`src/rtl/ltpg_pkg.sv`:
```
package ltpg_pkg;
  typedef enum logic [2:0] {
    MODE_OFF       = 3'd0,
    MODE_CHECKER   = 3'd1,
    MODE_TOGGLE    = 3'd2,
    MODE_PN_LONG   = 3'd3,
    MODE_PN_SHORT  = 3'd4,
    MODE_USER_LOOP = 3'd5,
    MODE_USER_ONCE = 3'd6,
    MODE_RAMP      = 3'd7
  } tp_mode_e;

  localparam logic [1:0] INJ_SAMPLE = 2'b00;
  localparam logic [1:0] INJ_CODE   = 2'b01;
  localparam int         USER_WORDS = 4;
endpackage

```
`src/rtl/ltpg_lfsr.sv`:
```
module ltpg_lfsr #(
  parameter int LEN   = 23,
  parameter int TAP_B = 17,
  parameter int OUT_W = 16
) (
  input  logic             clk,
  input  logic             rst,
  input  logic             reseed,
  input  logic             step,
  output logic [OUT_W-1:0] word
);
  logic [LEN-1:0] state;
  logic           fb;

  assign fb = state[LEN-1] ^ state[TAP_B];

  always_ff @(posedge clk) begin
    if (rst || reseed) state <= '1;
    else if (step)     state <= {state[LEN-2:0], fb};
  end

  generate
    if (LEN >= OUT_W) begin : g_trunc
      assign word = state[OUT_W-1:0];
    end else begin : g_ext
      assign word = {{(OUT_W-LEN){1'b0}}, state};
    end
  endgenerate


  lfsr_nonzero_chk: assert property (@(posedge clk) disable iff (rst)
    state != '0);


  lfsr_reseed_chk: assert property (@(posedge clk) disable iff (rst)
    reseed |=> state == '1);
endmodule

```
`src/rtl/ltpg_seq.sv`:
```
module ltpg_seq
  import ltpg_pkg::*;
#(
  parameter int SAMPLE_W = 16
) (
  input  logic                clk,
  input  logic                rst,
  input  logic                restart,
  input  logic                adv,
  input  tp_mode_e            mode,
  output logic [SAMPLE_W-1:0] step,
  output logic                done
);
  localparam logic [SAMPLE_W-1:0] ONE  = SAMPLE_W'(1);
  localparam logic [SAMPLE_W-1:0] LAST = SAMPLE_W'(USER_WORDS - 1);

  always_ff @(posedge clk) begin
    if (rst || restart) begin
      step <= '0;
      done <= 1'b0;
    end else if (adv) begin
      step <= step + ONE;
      if (mode == MODE_USER_ONCE && step == LAST) done <= 1'b1;
    end
  end


  ramp_step_chk: assert property (@(posedge clk) disable iff (rst)
    (adv && !restart) |=> step == $past(step) + ONE);


  hold_step_chk: assert property (@(posedge clk) disable iff (rst)
    (!adv && !restart) |=> $stable(step));


  done_hold_chk: assert property (@(posedge clk) disable iff (rst)
    (done && !restart) |=> done);


  restart_clear_chk: assert property (@(posedge clk) disable iff (rst)
    restart |=> (!done && step == '0));
endmodule

```
`src/rtl/ltpg_out.sv`:
```
module ltpg_out
  import ltpg_pkg::*;
#(
  parameter int SAMPLE_W = 16,
  parameter int CODE_W   = 10
) (
  input  logic                                 clk,
  input  logic                                 rst,
  input  logic                                 fire,
  input  tp_mode_e                             mode,
  input  logic [1:0]                           inj_sel,
  input  logic [SAMPLE_W-1:0]                  step,
  input  logic                                 done,
  input  logic [SAMPLE_W-1:0]                  pn_long,
  input  logic [SAMPLE_W-1:0]                  pn_short,
  input  logic [USER_WORDS-1:0][SAMPLE_W-1:0]  user_pat,
  output logic [SAMPLE_W-1:0]                  smp_data,
  output logic                                 smp_valid,
  output logic [CODE_W-1:0]                    code_data,
  output logic                                 code_valid
);
  localparam int IDX_W = $clog2(USER_WORDS);
  localparam logic [SAMPLE_W-1:0] CHK_A = SAMPLE_W'({(SAMPLE_W+1)/2{2'b10}});

  logic [SAMPLE_W-1:0] word;
  logic [CODE_W-1:0]   cword;
  logic                is_user, take_s, take_c;

  always_comb begin
    case (mode)
      MODE_CHECKER:   word = step[0] ? ~CHK_A : CHK_A;
      MODE_TOGGLE:    word = step[0] ? '0 : '1;
      MODE_PN_LONG:   word = pn_long;
      MODE_PN_SHORT:  word = pn_short;
      MODE_USER_LOOP: word = user_pat[step[IDX_W-1:0]];
      MODE_USER_ONCE: word = done ? '0 : user_pat[step[IDX_W-1:0]];
      MODE_RAMP:      word = step;
      default:        word = '0;
    endcase
  end

  assign is_user = (mode == MODE_USER_LOOP) || (mode == MODE_USER_ONCE);
  assign cword   = is_user ? word[SAMPLE_W-1 -: CODE_W] : word[CODE_W-1:0];
  assign take_s  = fire && (mode != MODE_OFF) && (inj_sel == INJ_SAMPLE);
  assign take_c  = fire && (mode != MODE_OFF) && (inj_sel == INJ_CODE);

  always_ff @(posedge clk) begin
    if (rst) begin
      smp_data   <= '0;
      smp_valid  <= 1'b0;
      code_data  <= '0;
      code_valid <= 1'b0;
    end else begin
      smp_valid  <= take_s;
      code_valid <= take_c;
      smp_data   <= take_s ? word  : '0;
      code_data  <= take_c ? cword : '0;
    end
  end


  valid_excl_chk: assert property (@(posedge clk) disable iff (rst)
    !(smp_valid && code_valid));


  off_silent_chk: assert property (@(posedge clk) disable iff (rst)
    (mode == MODE_OFF) |=> (!smp_valid && !code_valid));


  idle_silent_chk: assert property (@(posedge clk) disable iff (rst)
    !fire |=> (!smp_valid && !code_valid));


  smp_timing_chk: assert property (@(posedge clk) disable iff (rst)
    (fire && mode != MODE_OFF && inj_sel == INJ_SAMPLE) |=> smp_valid);
endmodule

```
`src/rtl/ltpg_top.sv`:
```
module ltpg_top
  import ltpg_pkg::*;
#(
  parameter int SAMPLE_W = 16,
  parameter int CODE_W   = 10,
  parameter int PNL_LEN  = 23,
  parameter int PNL_TAP  = 17,
  parameter int PNS_LEN  = 9,
  parameter int PNS_TAP  = 4
) (
  input  logic                clk,
  input  logic                rst,
  input  logic                clk_en,
  input  logic [2:0]          mode,
  input  logic [1:0]          inj_sel,
  input  logic [SAMPLE_W-1:0] user_pat1,
  input  logic [SAMPLE_W-1:0] user_pat2,
  input  logic [SAMPLE_W-1:0] user_pat3,
  input  logic [SAMPLE_W-1:0] user_pat4,
  output logic [SAMPLE_W-1:0] smp_data,
  output logic                smp_valid,
  output logic [CODE_W-1:0]   code_data,
  output logic                code_valid,
  output logic                single_done
);
  tp_mode_e                             mode_e, mode_q;
  logic                                 restart, adv;
  logic [SAMPLE_W-1:0]                  step, pn_long, pn_short;
  logic [USER_WORDS-1:0][SAMPLE_W-1:0]  user_pat;

  assign mode_e   = tp_mode_e'(mode);
  assign restart  = (mode_e != mode_q);
  assign adv      = clk_en && !restart;
  assign user_pat = {user_pat4, user_pat3, user_pat2, user_pat1};

  always_ff @(posedge clk) begin
    if (rst) mode_q <= MODE_OFF;
    else     mode_q <= mode_e;
  end

  ltpg_lfsr #(.LEN(PNL_LEN), .TAP_B(PNL_TAP), .OUT_W(SAMPLE_W)) u_pn_long (
    .clk(clk), .rst(rst), .reseed(restart), .step(adv), .word(pn_long));

  ltpg_lfsr #(.LEN(PNS_LEN), .TAP_B(PNS_TAP), .OUT_W(SAMPLE_W)) u_pn_short (
    .clk(clk), .rst(rst), .reseed(restart), .step(adv), .word(pn_short));

  ltpg_seq #(.SAMPLE_W(SAMPLE_W)) u_seq (
    .clk(clk), .rst(rst), .restart(restart), .adv(adv), .mode(mode_e),
    .step(step), .done(single_done));

  ltpg_out #(.SAMPLE_W(SAMPLE_W), .CODE_W(CODE_W)) u_out (
    .clk(clk), .rst(rst), .fire(adv), .mode(mode_e), .inj_sel(inj_sel),
    .step(step), .done(single_done), .pn_long(pn_long), .pn_short(pn_short),
    .user_pat(user_pat), .smp_data(smp_data), .smp_valid(smp_valid),
    .code_data(code_data), .code_valid(code_valid));


  reset_quiet_chk: assert property (@(posedge clk)
    rst |=> (!smp_valid && !code_valid && !single_done && smp_data == '0));


  restart_silent_chk: assert property (@(posedge clk) disable iff (rst)
    restart |=> (!smp_valid && !code_valid && !single_done));
endmodule

```
`config.mk`:
```
export PLATFORM = sky130hd
export DESIGN_NAME = ltpg_top
export DESIGN_NICKNAME = d
export VERILOG_FILES = /design/src/rtl/ltpg_pkg.sv /design/src/rtl/ltpg_lfsr.sv /design/src/rtl/ltpg_seq.sv /design/src/rtl/ltpg_out.sv /design/src/rtl/ltpg_top.sv
export SDC_FILE = /design/constraint.sdc
export NUM_CORES = 1
export LEC_CHECK = 0
export BUFFER_PORTS_ARGS = -buffer_cell sky130_fd_sc_hd__buf_2
export CORE_UTILIZATION = 29
export DETAILED_ROUTE_END_ITERATION = 16
export GPL_TIMING_DRIVEN = 0
export PLACE_DENSITY_LB_ADDON = 0.15
export RECOVER_POWER = 50
export SYNTH_ARGS = -nofsm -noshare
export SYNTH_HDL_FRONTEND = slang
export SYNTH_SLANG_ARGS = --single-unit
```
`constraint.sdc`:
```
create_clock -name clk -period 3 [get_ports clk]
set_clock_uncertainty 0.05 [all_clocks]
set_input_delay 0.6 -clock clk [delete_from_list [all_inputs] [get_ports clk]]
set_output_delay 0.6 -clock clk [all_outputs]
set_load 0.01 [all_outputs]
```
==> reports/metrics.cfg <==
[outcome]
outcome = completed

[setup_path]
timing.rr.start = u_seq.step[1]
worst-path-buf-inv = 3
worstSetupStartpoint = mode[2]
slowest_delay_ps = 630
critPathTopFamily = buffers and inverters
crit_chain = buf_2, clkbuf_1, buf_1, mux2i_1, nor2_1, a2111oi_0, o22ai_1
critPathCaptureType = flop
path_max_fanout = 10
startpoint_type = primary input
crit_slowest_cell = a2111oi_0
worst-setup-path-type = primary input to flop
cp.required_ps = 3140
crit_arrival_ps = 2810

[synth]
yosysMostFrequentCell = dfxtp_1
synth.avg_cell_area_um2 = 9.94
ys_top_cells_by_area = dfxtp_1 42%, mux2i_1 10%, mux4_2 10%
synth.net_count = 457
synth-main-ff-cell = dfxtp_1
synth_edf_count = 0
ys_seq_elements = 80
yosysSeqAreaShare_pct = 41.9
ys_async_sr_fraction_pct = 0
netlist.area_leader.share_pct = 41.9
yosys_warnings = 0
ys_types = 49
synth_common_cells = 80 x dfxtp_1, 45 x nand2_1, 39 x mux2i_1
synth_top_cell_by_area = dfxtp_1
synthCells = 384
netlist_area_um2 = 3820

[drt]
drt-total-wl_um = 11400
via_count = 3332
post-route-drc-count = 0
viasPerCell = 4.97
antenna_left = 0
first_pass_iters = 4
drtIter0Drc = 187
wire_per_inst_um = 17.0

[sta]
rsz0062_at_grt = no
hold_viol_final = 0
finalCritPeriodShare_pct = 89.0
finalSetupViolCount = 0
worstMarginPinSlew_ps = 959
post-route-min-period_ps = 2670
maxSlewViolCount = 0
relSlewSlack_pct = 34.4
fmax_mhz = 374
setup_ws_ps = 329

[worst_hold_path]
hold_class = flop to flop
hp-start = u_pn_long.state[18]

[grt]
grt_use_total_pct = 17.6
grt_pass1_vias = 3148
gr-total-overflow = 0
grt_max_degree = 14
antenna_found_initial = 0
grt_first_pass_wirelength_um = 17400

[clocking]
cts_root_buf = clkbuf_16
cts_buffer_depth = 2
h-tree-depth = 3
cts_sinks = 80
clk_latency_ps = 340
numCtsBuffers = 9
ctsHoldBuffers = 0
cts_tree = built
path_clk_slew_ps = 60

[floorplan]
dieArea_um2 = 13600
floorplan.rows = 41
io_pins = 101
initial_core_util_pct = 30.0
core_um2 = 12700
die_w_um = 117
die_y_um = 117

[pwr]
vdd_drop_max_v = 0.000330
power_density_nw_per_um2 = 514
leakage_nw = 1.88
p_total_mw = 2.46

[placed_design]
gp_congestion = 0.823
post-place-cells = 654
post_dp_cell_area_um2 = 4520
dp_slack_ps = -155
numPortBuffers = 98
dp_hpwl_um = 8930

[finish]
antennaDiodeCount = 0
utilization_pct = 37.6
nets = 567
layout-drive-gt1-share_pct = 21.8
stdcell_area_um2 = 4780
syn_to_final_growth_pct = 25.2
fin_cells = 671

[run]
maxCapViolCount = 0

==> flip-flops by register name, indices dropped and copies added (netlist names), 3 cells and up <==
signal / count
mode_q: 3
u_out.code_data: 10
u_out.smp_data: 16
u_pn_long.state: 23
u_pn_short.state: 9
u_seq.step: 16
==> metal layers <==
metal	track usage [%]	vias to the layer above	routed length, µm
li1	-	1638	-
met1	23.1	1584	5270
met2	28.6	98	5320
met3	4.20	12	670
met4	5.49	0	168
met5	0	-	0
==> worst register-to-register path: cells and delay by family (launching register included) <==
| kind | cells | cell delay (ps) |
|---|---|---|
| DFF | 1 | 340 |
| buffers and inverters | 2 | 920 |
| muxes | 1 | 360 |
| AOI/OAI and AO/OA | 2 | 850 |
==> metrics by stage <==
stage / setup TNS [ps] / hold slack [ps]
after global placement: -284 / 408
after global routing: 0 / 440
after CTS: 0 / 430
after floorplan: 0 / 391
after detailed placement: -437 / 416
final: 0 / 421
==> cell type report <==
class                   count  area [µm²]
well taps                 172         215
clock inverters             5        81.3
clock buffers              11         233
flip-flops and latches     80        1600
repair buffers             99         458
inverters                   3        11.3
plain buffers              29         121
fillers                  1355        7940
multi-input cells         272        2060
==> report_power, final <==
part | internal (mW) | switching [mW]
Combinational | 0.106 | 0.126
Clock | 0.729 | 0.429
Sequential | 1.07 | 0.00235
==> placed cells by master, fill, tap and decap left out, types with 12 or more instances in the layout <==
master and count:
dfxtp_1 80, buf_2 71, clkbuf_1 50, nand2_1 45, mux2i_1 39, nor2_1 22, mux4_2 17, a21oi_1 15
or3_1 13, o21ai_0 12
==> what timing repair did <==
item                       in CTS  in global routing
setup endpoints to repair       0                  1
resized for setup               0                  2
setup buffers                   0                  0
hold endpoints to repair        0                  0
==> final timing paths <==
kind	endpoint	slack, ps	depth (start not counted)
setup reg to reg	u_out.code_data[3]	350	5
hold reg to reg	u_pn_long.state[18]	420	2
setup / recovery	u_out.code_data[3]	330	7
hold / removal	u_pn_long.state[18]	420	2
==> cells by family after synthesis <==
family | count (synthesis) | synth area share, %
compound gates | 70 | 12.7
xor+xnor | 9 | 2.06
fa+ha+maj | 1 | 0.328
buf+inv | 32 | 3.90
flops | 80 | 41.9
mux | 57 | 20.5
simple gates | 135 | 18.5
No activity file was read; power rests on OpenSTA's default activity.
